<file path="src/rtl/mon_tx_pkg.sv">
package mon_tx_pkg;

  typedef enum logic [2:0] {
    ST_IDLE = 3'd0,
    ST_SHOW = 3'd1,
    ST_HOLD = 3'd2,
    ST_WAIT = 3'd3,
    ST_END  = 3'd4
  } mtx_state_e;

  localparam int IRQ_N   = 2;
  localparam int IRQ_END = 0;
  localparam int IRQ_ABT = 1;

endpackage

</file>
<file path="src/rtl/mon_mr_hist.sv">
module mon_mr_hist #(
  parameter int DEPTH = 2
) (
  input  logic             clk,
  input  logic             rst_n,
  input  logic             sample_en,
  input  logic             mr_in,
  output logic [DEPTH-1:0] hist
);

  logic [DEPTH-1:0] hist_q;
  logic [DEPTH-1:0] hist_d;

  // bit 0 is the most recent sample
  generate
    if (DEPTH == 1) begin : g_one
      always_comb hist_d = sample_en ? mr_in : hist_q;
    end else begin : g_many
      always_comb hist_d = sample_en ? {hist_q[DEPTH-2:0], mr_in} : hist_q;
    end
  endgenerate

  always_ff @(posedge clk or negedge rst_n) begin
    if (!rst_n) hist_q <= '1;
    else        hist_q <= hist_d;
  end

  assign hist = hist_q;

endmodule

</file>
<file path="src/rtl/mon_irq_flags.sv">
module mon_irq_flags #(
  parameter int N = 2
) (
  input  logic         clk,
  input  logic         rst_n,
  input  logic [N-1:0] set_i,
  input  logic [N-1:0] clr_i,
  output logic [N-1:0] flags
);

  logic [N-1:0] flag_q;

  generate
    for (genvar i = 0; i < N; i++) begin : g_flag
      logic flag_d;
      // a set in the same cycle as a clear wins
      always_comb flag_d = set_i[i] | (flag_q[i] & ~clr_i[i]);
      always_ff @(posedge clk or negedge rst_n) begin
        if (!rst_n) flag_q[i] <= 1'b0;
        else        flag_q[i] <= flag_d;
      end
    end
  endgenerate

  assign flags = flag_q;

endmodule

</file>
<file path="src/rtl/mon_tx_fsm.sv">
module mon_tx_fsm
  import mon_tx_pkg::*;
#(
  parameter int DATA_W      = 8,
  parameter int FIRST_HOLDS = 2,
  parameter int NEXT_HOLDS  = 1
) (
  input  logic              clk,
  input  logic              rst_n,
  input  logic              frame_stb,
  input  logic              start,
  input  logic [DATA_W-1:0] tx_data,
  input  logic              tx_valid,
  output logic              tx_ready,
  input  logic              mxc,
  input  logic              mr_in,
  input  logic              mr_prev,
  input  logic              mr_prev2,
  output logic [DATA_W-1:0] mon_byte,
  output logic              mon_mx,
  output logic              set_end,
  output logic              set_abt
);

  localparam int MAX_HOLDS = (FIRST_HOLDS > NEXT_HOLDS) ? FIRST_HOLDS : NEXT_HOLDS;
  localparam int CNT_W     = $clog2(MAX_HOLDS + 1);
  localparam logic [DATA_W-1:0] IDLE_BYTE = '1;
  localparam logic [CNT_W-1:0]  CNT_MAX   = CNT_W'(MAX_HOLDS);
  localparam logic [CNT_W-1:0]  NEED_1ST  = CNT_W'(FIRST_HOLDS);
  localparam logic [CNT_W-1:0]  NEED_NXT  = CNT_W'(NEXT_HOLDS);

  mtx_state_e        state_q, state_d;
  logic [DATA_W-1:0] byte_q, byte_d;
  logic [CNT_W-1:0]  cnt_q, cnt_d;
  logic              low_q, low_d;
  logic              first_q, first_d;
  logic              pend_q, pend_d;

  logic [CNT_W-1:0]  cnt_inc;
  logic              hold_ok;
  logic              accept;
  logic              abort;
  logic              end_ack;
  logic              take_ok;
  logic              take;

  // saturating count of completed hold frames for the current byte
  assign cnt_inc = (cnt_q == CNT_MAX) ? cnt_q : cnt_q + 1'b1;
  assign hold_ok = cnt_inc >= (first_q ? NEED_1ST : NEED_NXT);

  assign accept  = (state_q == ST_HOLD) && mr_in && low_q && hold_ok;
  assign abort   = (state_q == ST_HOLD) && mxc && mr_in && mr_prev
                   && !low_q && (cnt_q != '0);
  assign end_ack = (state_q == ST_END) && !mxc && !mr_prev2 && mr_prev && mr_in;

  assign take_ok = frame_stb && (((state_q == ST_IDLE) && pend_q) ||
                                 (accept && mxc) ||
                                 ((state_q == ST_WAIT) && mxc));
  assign take    = take_ok && tx_valid;
  assign tx_ready = take_ok;

  always_comb begin
    state_d = state_q;
    byte_d  = byte_q;
    cnt_d   = cnt_q;
    low_d   = low_q;
    first_d = first_q;
    pend_d  = pend_q;
    set_end = 1'b0;
    set_abt = 1'b0;

    if (state_q == ST_IDLE) begin
      if (take)       pend_d = 1'b0;
      else if (start) pend_d = 1'b1;
    end

    if (frame_stb) begin
      unique case (state_q)
        ST_IDLE: begin
          if (take) begin
            byte_d  = tx_data;
            first_d = 1'b1;
            cnt_d   = '0;
            low_d   = 1'b0;
            state_d = ST_SHOW;
          end
        end
        ST_SHOW: begin
          state_d = ST_HOLD;
          if (!mr_in) low_d = 1'b1;
        end
        ST_HOLD: begin
          if (abort) begin
            set_abt = 1'b1;
            state_d = ST_IDLE;
          end else if (accept) begin
            if (!mxc) begin
              state_d = ST_END;
            end else if (take) begin
              byte_d  = tx_data;
              first_d = 1'b0;
              cnt_d   = '0;
              low_d   = 1'b0;
              state_d = ST_SHOW;
            end else begin
              state_d = ST_WAIT;
            end
          end else begin
            cnt_d = cnt_inc;
            if (!mr_in) low_d = 1'b1;
          end
        end
        ST_WAIT: begin
          if (!mxc) begin
            state_d = ST_END;
          end else if (take) begin
            byte_d  = tx_data;
            first_d = 1'b0;
            cnt_d   = '0;
            low_d   = 1'b0;
            state_d = ST_SHOW;
          end
        end
        ST_END: begin
          if (end_ack) begin
            set_end = 1'b1;
            state_d = ST_IDLE;
          end
        end
        default: state_d = ST_IDLE;
      endcase
    end
  end

  always_ff @(posedge clk or negedge rst_n) begin
    if (!rst_n) begin
      state_q <= ST_IDLE;
      byte_q  <= IDLE_BYTE;
      cnt_q   <= '0;
      low_q   <= 1'b0;
      first_q <= 1'b0;
      pend_q  <= 1'b0;
    end else begin
      state_q <= state_d;
      byte_q  <= byte_d;
      cnt_q   <= cnt_d;
      low_q   <= low_d;
      first_q <= first_d;
      pend_q  <= pend_d;
    end
  end

  assign mon_mx   = (state_q == ST_IDLE) || (state_q == ST_SHOW) || (state_q == ST_END);
  assign mon_byte = ((state_q == ST_IDLE) || (state_q == ST_END)) ? IDLE_BYTE : byte_q;

endmodule

</file>
<file path="src/rtl/mon_chan_tx.sv">
module mon_chan_tx
  import mon_tx_pkg::*;
#(
  parameter int DATA_W      = 8,
  parameter int FIRST_HOLDS = 2,
  parameter int NEXT_HOLDS  = 1
) (
  input  logic              clk,
  input  logic              rst_n,
  input  logic              frame_stb,
  input  logic              start,
  input  logic [DATA_W-1:0] tx_data,
  input  logic              tx_valid,
  output logic              tx_ready,
  input  logic              mxc,
  input  logic              mr_in,
  input  logic [IRQ_N-1:0]  irq_clr,
  output logic [DATA_W-1:0] mon_byte,
  output logic              mon_mx,
  output logic              irq_mea,
  output logic              irq_mab
);

  localparam int HIST_D = 2;

  logic [HIST_D-1:0] mr_hist;
  logic [IRQ_N-1:0]  irq_set;
  logic [IRQ_N-1:0]  irq_q;
  logic              set_end;
  logic              set_abt;

  mon_mr_hist #(.DEPTH(HIST_D)) u_hist (
    .clk       (clk),
    .rst_n     (rst_n),
    .sample_en (frame_stb),
    .mr_in     (mr_in),
    .hist      (mr_hist)
  );

  mon_tx_fsm #(
    .DATA_W      (DATA_W),
    .FIRST_HOLDS (FIRST_HOLDS),
    .NEXT_HOLDS  (NEXT_HOLDS)
  ) u_fsm (
    .clk       (clk),
    .rst_n     (rst_n),
    .frame_stb (frame_stb),
    .start     (start),
    .tx_data   (tx_data),
    .tx_valid  (tx_valid),
    .tx_ready  (tx_ready),
    .mxc       (mxc),
    .mr_in     (mr_in),
    .mr_prev   (mr_hist[0]),
    .mr_prev2  (mr_hist[1]),
    .mon_byte  (mon_byte),
    .mon_mx    (mon_mx),
    .set_end   (set_end),
    .set_abt   (set_abt)
  );

  always_comb begin
    irq_set          = '0;
    irq_set[IRQ_END] = set_end;
    irq_set[IRQ_ABT] = set_abt;
  end

  mon_irq_flags #(.N(IRQ_N)) u_irq (
    .clk   (clk),
    .rst_n (rst_n),
    .set_i (irq_set),
    .clr_i (irq_clr),
    .flags (irq_q)
  );

  assign irq_mea = irq_q[IRQ_END];
  assign irq_mab = irq_q[IRQ_ABT];

endmodule

</file>
<file path="config.mk">
export PLATFORM = sky130hd
export DESIGN_NAME = mon_chan_tx
export DESIGN_NICKNAME = d
export VERILOG_FILES = /design/src/rtl/mon_tx_pkg.sv /design/src/rtl/mon_mr_hist.sv /design/src/rtl/mon_irq_flags.sv /design/src/rtl/mon_tx_fsm.sv /design/src/rtl/mon_chan_tx.sv
export SDC_FILE = /design/constraint.sdc
export NUM_CORES = 1
export LEC_CHECK = 0
export ABC_AREA = 0
export BUFFER_PORTS_ARGS = -buffer_cell sky130_fd_sc_hd__buf_2
export CAP_MARGIN = 20
export CORE_MARGIN = 5
export CORE_UTILIZATION = 57
export CTS_BUF_LIST = sky130_fd_sc_hd__clkbuf_4
export DETAILED_ROUTE_END_ITERATION = 10
export GPL_ROUTABILITY_DRIVEN = 0
export PLACE_DENSITY_LB_ADDON = 0.1
export SYNTH_ARGS = -nofsm -noshare
export SYNTH_HDL_FRONTEND = slang
export SYNTH_SLANG_ARGS = --single-unit
</file>
<file path="constraint.sdc">
create_clock -name clk -period 4.3 [get_ports clk]
set_clock_uncertainty 0.05 [all_clocks]
set_input_delay 0.215 -clock clk [delete_from_list [all_inputs] [get_ports clk]]
set_output_delay 0.215 -clock clk [all_outputs]
set_load 0.005 [all_outputs]
</file>
# ---- After elaboration in Yosys (flattened, before gate mapping)
# Index checks and enable logic that the tools add are counted.
dict set report totals {
  ff_bits 20
  wordCells 104
  output_inout_bits 12
  inputBits 17
}
dict set report op_classes {
  n_bitwise 6
  n_eq_ne 10
  add_sub_neg 1
  muxes 41
  reduce_logical 36
  order_cmp 1
}
# op n
set op_table {}
lappend op_table {{$mux 8} 5}
lappend op_table {{$pmux 8 s3} 1}
lappend op_table {{$mux 1} 18}
lappend op_table {{$mux 3} 6}
lappend op_table {{$logic_and 1x1->1} 17}
lappend op_table {{$pmux 3 s5} 1}
lappend op_table {{$mux 2} 7}
lappend op_table {{$reduce_and 3->1} 3}
lappend op_table {{$eq 3x2->1 const B} 2}
lappend op_table {{$ne 2x1->1 const B} 3}
lappend op_table {{$pmux 2 s3} 1}
lappend op_table {{$logic_or 1x1->1} 5}
lappend op_table {{$reduce_and 5->1} 1}
lappend op_table {{$pmux 1 s4} 1}
lappend op_table {{$reduce_and 4->1} 1}
lappend op_table {{$reduce_bool 2->1} 2}
lappend op_table {{$reduce_bool 4->1} 1}
lappend op_table {{$eq 3x1->1 const B} 1}
lappend op_table {{$eq 3x3->1 const B} 1}
lappend op_table {{$logic_not 1->1} 3}
lappend op_table {{$logic_not 3->1} 1}
lappend op_table {{$ne 3x1->1 const B} 1}
lappend op_table {{$pmux 1 s3} 1}
lappend op_table {{$reduce_bool 3->1} 1}
lappend op_table {{other kinds (8)} 11}

# ---- Longest topological paths before layout
dict set report logic_depth {
  depth_word 14
  ltp_mapped 9
}

# ---- Modules after synthesis
# A second synthesis with hierarchy kept.
dict set report hier_totals {
  hier_cells 119
  hier_area_um2 1201.2
}
# module seq_area_each_um2 instances area_each_um2 cells_per_inst
set modules_own_cells {}
lappend modules_own_cells {mon_tx_fsm 410.4 1 1053.5 109}
lappend modules_own_cells {mon_mr_hist 52.6 1 75.1 4}
lappend modules_own_cells {mon_irq_flags 50.0 1 72.6 6}

# ---- Worst setup path after synthesis
# Ideal clock, no wire load.
dict set report synth_timing {
  path_type {reg2reg}
  start {reg u_fsm.cnt_q[0]}
  end {reg u_fsm.state_q[0]}
  synth_period_minus_slack_ps 2019
  path_buffers 0
  stages_incl_launch_ff 10
  arrival_ps 1844
  required_ps 4125
  setup_slack_ps 2281
  cell_sequence {dfrtp_1 -> inv_1 -> ha_1 -> inv_1 -> ha_1 -> nand2b_1 -> a21oi_1 -> nor2_1 -> o31a_1 -> mux2_2}
}
dict set report synth_between {
  elab_chain_cells 12
  elab_cells_between_ends 18
}
# element line
set synth_lines {}
lappend synth_lines {{start, declared} mon_tx_fsm.sv:34} ;# logic [CNT_W-1:0] cnt_q, cnt_d;
lappend synth_lines {{start signal, assigned} mon_tx_fsm.sv:146} ;# cnt_q <= cnt_d;
lappend synth_lines {{$add 2x1->2 or $eq 2x2->1 (tied branches)} mon_tx_fsm.sv:48} ;# assign cnt_inc = (cnt_q == CNT_MAX) ? cnt_q : cnt_q + 1'b1;
lappend synth_lines {{$mux 2} mon_tx_fsm.sv:48}
lappend synth_lines {{$ge 2x2->1} mon_tx_fsm.sv:49} ;# assign hold_ok = cnt_inc >= (first_q ? NEED_1ST : NEED_NXT);
lappend synth_lines {{$logic_and 1x1->1} mon_tx_fsm.sv:51} ;# assign accept = (state_q == ST_HOLD) && mr_in && low_q && hold_ok;
lappend synth_lines {{$logic_and 1x1->1} mon_tx_fsm.sv:57} ;# (accept && mxc) ||
lappend synth_lines {{$logic_or 1x1->1} mon_tx_fsm.sv:56} ;# assign take_ok = frame_stb && (((state_q == ST_IDLE) && pend_q) ||
lappend synth_lines {{$logic_or 1x1->1} mon_tx_fsm.sv:57}
lappend synth_lines {{$logic_and 1x1->1} mon_tx_fsm.sv:56}
lappend synth_lines {{$logic_and 1x1->1} mon_tx_fsm.sv:59} ;# assign take = take_ok && tx_valid;
lappend synth_lines {{$mux 3 (2 in a row)} --}
lappend synth_lines {{$pmux 3 s5} mon_tx_fsm.sv:78} ;# unique case (state_q)
lappend synth_lines {{end signal, assigned} mon_tx_fsm.sv:144} ;# state_q <= state_d;
lappend synth_lines {{end, declared} mon_tx_fsm.sv:32} ;# mtx_state_e state_q, state_d;
# Parallel ways exist; a longest one is shown, timed or not.
# A chain may end at the register's enable or synchronous reset.

# ---- Worst setup path in the final report
dict set report layout_timing {
  start {reg u_fsm.cnt_q[0]}
  end {out tx_ready}
}
dict set report layout_between {
  elab_chain_cells 8
  elab_cells_between_ends 9
}
# element line
set layout_lines {}
lappend layout_lines {{$add 2x1->2 or $eq 2x2->1 (tied branches)} mon_tx_fsm.sv:48}
lappend layout_lines {{$mux 2 *} mon_tx_fsm.sv:48}
lappend layout_lines {{$ge 2x2->1 *} mon_tx_fsm.sv:49}
lappend layout_lines {{$logic_and 1x1->1 *} mon_tx_fsm.sv:51}
lappend layout_lines {{$logic_and 1x1->1 *} mon_tx_fsm.sv:57}
lappend layout_lines {{$logic_or 1x1->1 *} mon_tx_fsm.sv:56}
lappend layout_lines {{$logic_or 1x1->1 *} mon_tx_fsm.sv:57}
lappend layout_lines {{$logic_and 1x1->1 *} mon_tx_fsm.sv:56}
lappend layout_lines {{end, declared} mon_chan_tx.sv:14} ;# output logic tx_ready,
# Every way passes the cells marked *; elsewhere a longest branch is shown, timed or not.

==> run summary <==
Floorplan
* die height: 55.86 um
* Ports: 29
* effective utilization at floorplan: 60.48%
* area enclosed by the die boundary: 3120 um2
* cell row count: 16
* width of the chip: 55.86 um
* core footprint: 1982 um2

Synthesis
* flip-flop cell with the highest count after synthesis: sky130_fd_sc_hd__dfstp_2
* mean instance size in the synthesized netlist: 10.61 um2
* share of flip-flops with an asynchronous set or reset: 100.0%
* syn nets: 134
* Mapped Cells: 113
* number of enable flip-flop cells after synthesis: 0
* Seq cells post-synth: 20
* proportion of synthesized chip area in sequential cells: 42.80%
* Syn Std Cell Area: 1199 um2
* synth warn: 0
* Distinct cells, synth: 44

Placement
* total cell area at the placement stage: 1340 um2
* post-detail-place hpwl: 1905 um
* # port buffers: 28

Setup path
* critical path start-end classification: reg2out
* WP data arrival: 2.04 ns
* peak fanout along the critical path: 6
* kind of start point of the critical path: flop
* Top Family by Delay on Critical Path: compound AO/OA/AOI/OAI gates
* critical path, cell by cell: inv_1 > ha_1 > inv_1 > ha_1 > nand2b_1 > a21oi_1 > o21ba_4 > nor2_1 > buf_2
* Crit. End Element: primary output
* Critical Path Max Stage Delay: 0.38 ns
* Slowest-stage cell, CP: sky130_fd_sc_hd__dfrtp_1
* CP bufs+invs: 3
* Setup crit start: u_fsm.cnt_q[0]
* Critical R2R Launch: u_fsm.cnt_q[0]
* required time reported for the critical path endpoint: 4.03 ns

Detailed routing
* number of design-rule violations left by the first detailed-router iteration: 22
* DRC violations left: 0
* antenna-violating nets left: 0
* vias per inst: 5.696
* total wire length: 2629 um
* overall via count from detail_route: 957
* Avg WL per Cell: 15.65 um
* number of search-and-repair iterations in the first detailed-routing pass: 4

STA
* Least-Margin Pin Slew: 0.5381 ns
* shortest clock period the worst path allows after layout: 2.306 ns
* Max-Slew Margin vs Limit: 63.80%
* final hold viol count: 0
* Slew Limit Fails: 0
* final worst-path cycle share: 53.64%
* highest clock rate: 433.6 MHz
* unrepaired setup endpoints after global routing: false
* count of final setup violators: 0
* accumulated negative setup slack: 0 ns

Clocking
* TritonCTS clock tree: done
* number of H-tree levels: 1
* clock insertion delay at the later pin of the skew report: 0.31 ns
* register clock-pin slew on the reported worst setup and hold paths: 0.12 ns
* number of clock sinks: 20
* post-CTS resize count: 0
* root cell of the clock tree: sky130_fd_sc_hd__clkbuf_4
* maximum clock insertion buffer count: 2
* cts bufs inserted: 3

Finish
* growth of design area from synthesis to finish: 17.01%
* leading cell types in the layout, fill and taps excluded: sky130_fd_sc_hd__buf_2 (28), sky130_fd_sc_hd__inv_1 (10), sky130_fd_sc_hd__dfstp_2 (10), sky130_fd_sc_hd__dfrtp_1 (10)
* fillcell total: 158
* Final Util: 70.77%
* n_diodes: 0
* number of nets at the end of the flow: 163
* fraction of final layout cells with drive strength greater than 1: 48.23%
* total non-filler cell area in the finished layout: 1403 um2
* most common library cell in the layout ignoring fill and taps: sky130_fd_sc_hd__buf_2

Pwr
* power spent charging and discharging nets: 0.3712 mW
* relative contribution of combinational cells to total power: 49.9%
* share of power burned in the clock network: 15.3%
* power density over the cells: 726.0 nW/um2
* sequential group share of total power: 34.8%
* Int Power: 0.6471 mW
* Sw Share: 36.45%
* leakage power: 0.6492 nW
* VDD IR-drop max: 0.0003954 V

Worst hold path
* startpoint of the tightest hold check path: irq_clr[1]
* worst hold path type: in2reg

GRT
* antenna violations before repair: 0
* pin count of the biggest net entering global routing: 21
* wire length of the first global-routing pass: 4402 um
* vias in the first global route: 940
* residual overflow from global routing: 0
* overall track demand over capacity in global routing: 17.76%

Status
* run status: finished, final reports clean

Job
* max capacitance violation total: 0

==> cells by family (layout without fill, tap and decap cells) <==
| kind of cell | after synthesis | count (layout) | share of synthesized area (%) |
|---|---|---|---|
| buffers and inverters | 16 | 44 | 6.159 |
| AOI/OAI and AO/OA | 23 | 23 | 14.41 |
| and+or+nand+nor | 38 | 38 | 18.79 |
| DFF | 20 | 20 | 42.80 |
| adders and majority gates | 4 | 4 | 4.176 |
| muxes | 12 | 12 | 13.67 |
==> cell usage after synthesis, types with 2 or more instances <==
master,number,area [um2]
sky130_fd_sc_hd__a21oi_1,2,10.01
sky130_fd_sc_hd__a31oi_1,5,31.28
sky130_fd_sc_hd__buf_2,2,10.01
sky130_fd_sc_hd__dfrtp_1,10,250.2
sky130_fd_sc_hd__dfstp_2,10,262.8
sky130_fd_sc_hd__ha_1,4,50.05
sky130_fd_sc_hd__inv_1,10,37.54
sky130_fd_sc_hd__mux2_2,3,33.78
sky130_fd_sc_hd__mux2_4,8,120.1
sky130_fd_sc_hd__nand2_1,7,26.28
sky130_fd_sc_hd__nand2b_1,2,12.51
sky130_fd_sc_hd__nand3_1,4,20.02
sky130_fd_sc_hd__nand4_1,2,12.51
sky130_fd_sc_hd__nor2_1,4,15.01
sky130_fd_sc_hd__nor3_1,2,10.01
sky130_fd_sc_hd__o21ai_0,2,10.01
sky130_fd_sc_hd__o22ai_1,2,12.51
sky130_fd_sc_hd__or2_2,8,50.05
==> what timing repair did <==
item	4_1_cts	5_1_grt
endpoints found under the hold margin	10	0
hold buffers	1	0
setup buffers	0	0
==> power by group through the flow <==
stage	Sequential (mW)	Clock, mW	Combinational (mW)
2_1_floorplan	0.319	0	0.415
3_3_place_gp	0.350	0	0.489
3_5_place_dp	0.356	0	0.507
4_1_cts	0.352	0.159	0.514
5_1_grt	0.360	0.172	0.560
6_report	0.354	0.156	0.509
==> stage by stage <==
stage / setup WS [ns] / instances / hold slack (ns) / total power [mW]
after floorplan: 2.281 / 113 / -0.1306 / 0.7338
after global placement: 2.230 / 163 / 0.1295 / 0.8388
after detailed placement: 2.142 / 163 / 0.1351 / 0.8627
after CTS: 1.968 / 168 / 0.01647 / 1.026
after global routing: 1.824 / 168 / 0.02841 / 1.092
final: 1.994 / 168 / 0.02063 / 1.018
==> final timing paths <==
check	slack [ns]	cells past startpoint	to
worst max-delay path	1.99	9	tx_ready
worst min-delay path	0.02	2	u_irq.flags[1]
worst max register to register	2.15	9	u_fsm.state_q[0]
worst min register to register	0.50	2	u_fsm.cnt_q[1]
max in group asynchronous	3.55	2	u_fsm.byte_q[6]
min in group asynchronous	0.31	2	u_fsm.cnt_q[1]
==> sequential cells by signal, summed over array words and instances, names as in the netlist <==
register / cells
u_fsm.byte_q: 8
u_fsm.cnt_q: 2
u_fsm.low_q: 1
u_fsm.pend_q: 1
u_hist.hist: 2
u_irq.flags: 2
u_fsm.state_q: 3
u_fsm.first_q: 1
==> routing by layer <==
metal | global-route usage [%] | up-vias | wire length [um] | part of all wire [%]
met4 | 7.458 | 0 | 29 | 1.1
met2 | 30.57 | 30 | 1363 | 52
met3 | 4.640 | 4 | 165 | 6.3
met1 | 20.78 | 464 | 1071 | 41
li1 | - | 459 | - | -
met5 | 0 | - | 0 | 0
==> layout make-up <==
cell class	instances	area [um2]	area share, %
Multi-Input combinational cell	77	611.8	43.62
Sequential cell	20	513.0	36.57
Timing Repair Buffer	29	150.1	10.70
Inverter	11	41.29	2.944
Tap cell	27	33.78	2.409
Clock inverter	1	30.03	2.141
Clock buffer	3	22.52	1.606
No activity file was read; power rests on OpenSTA's default activity.
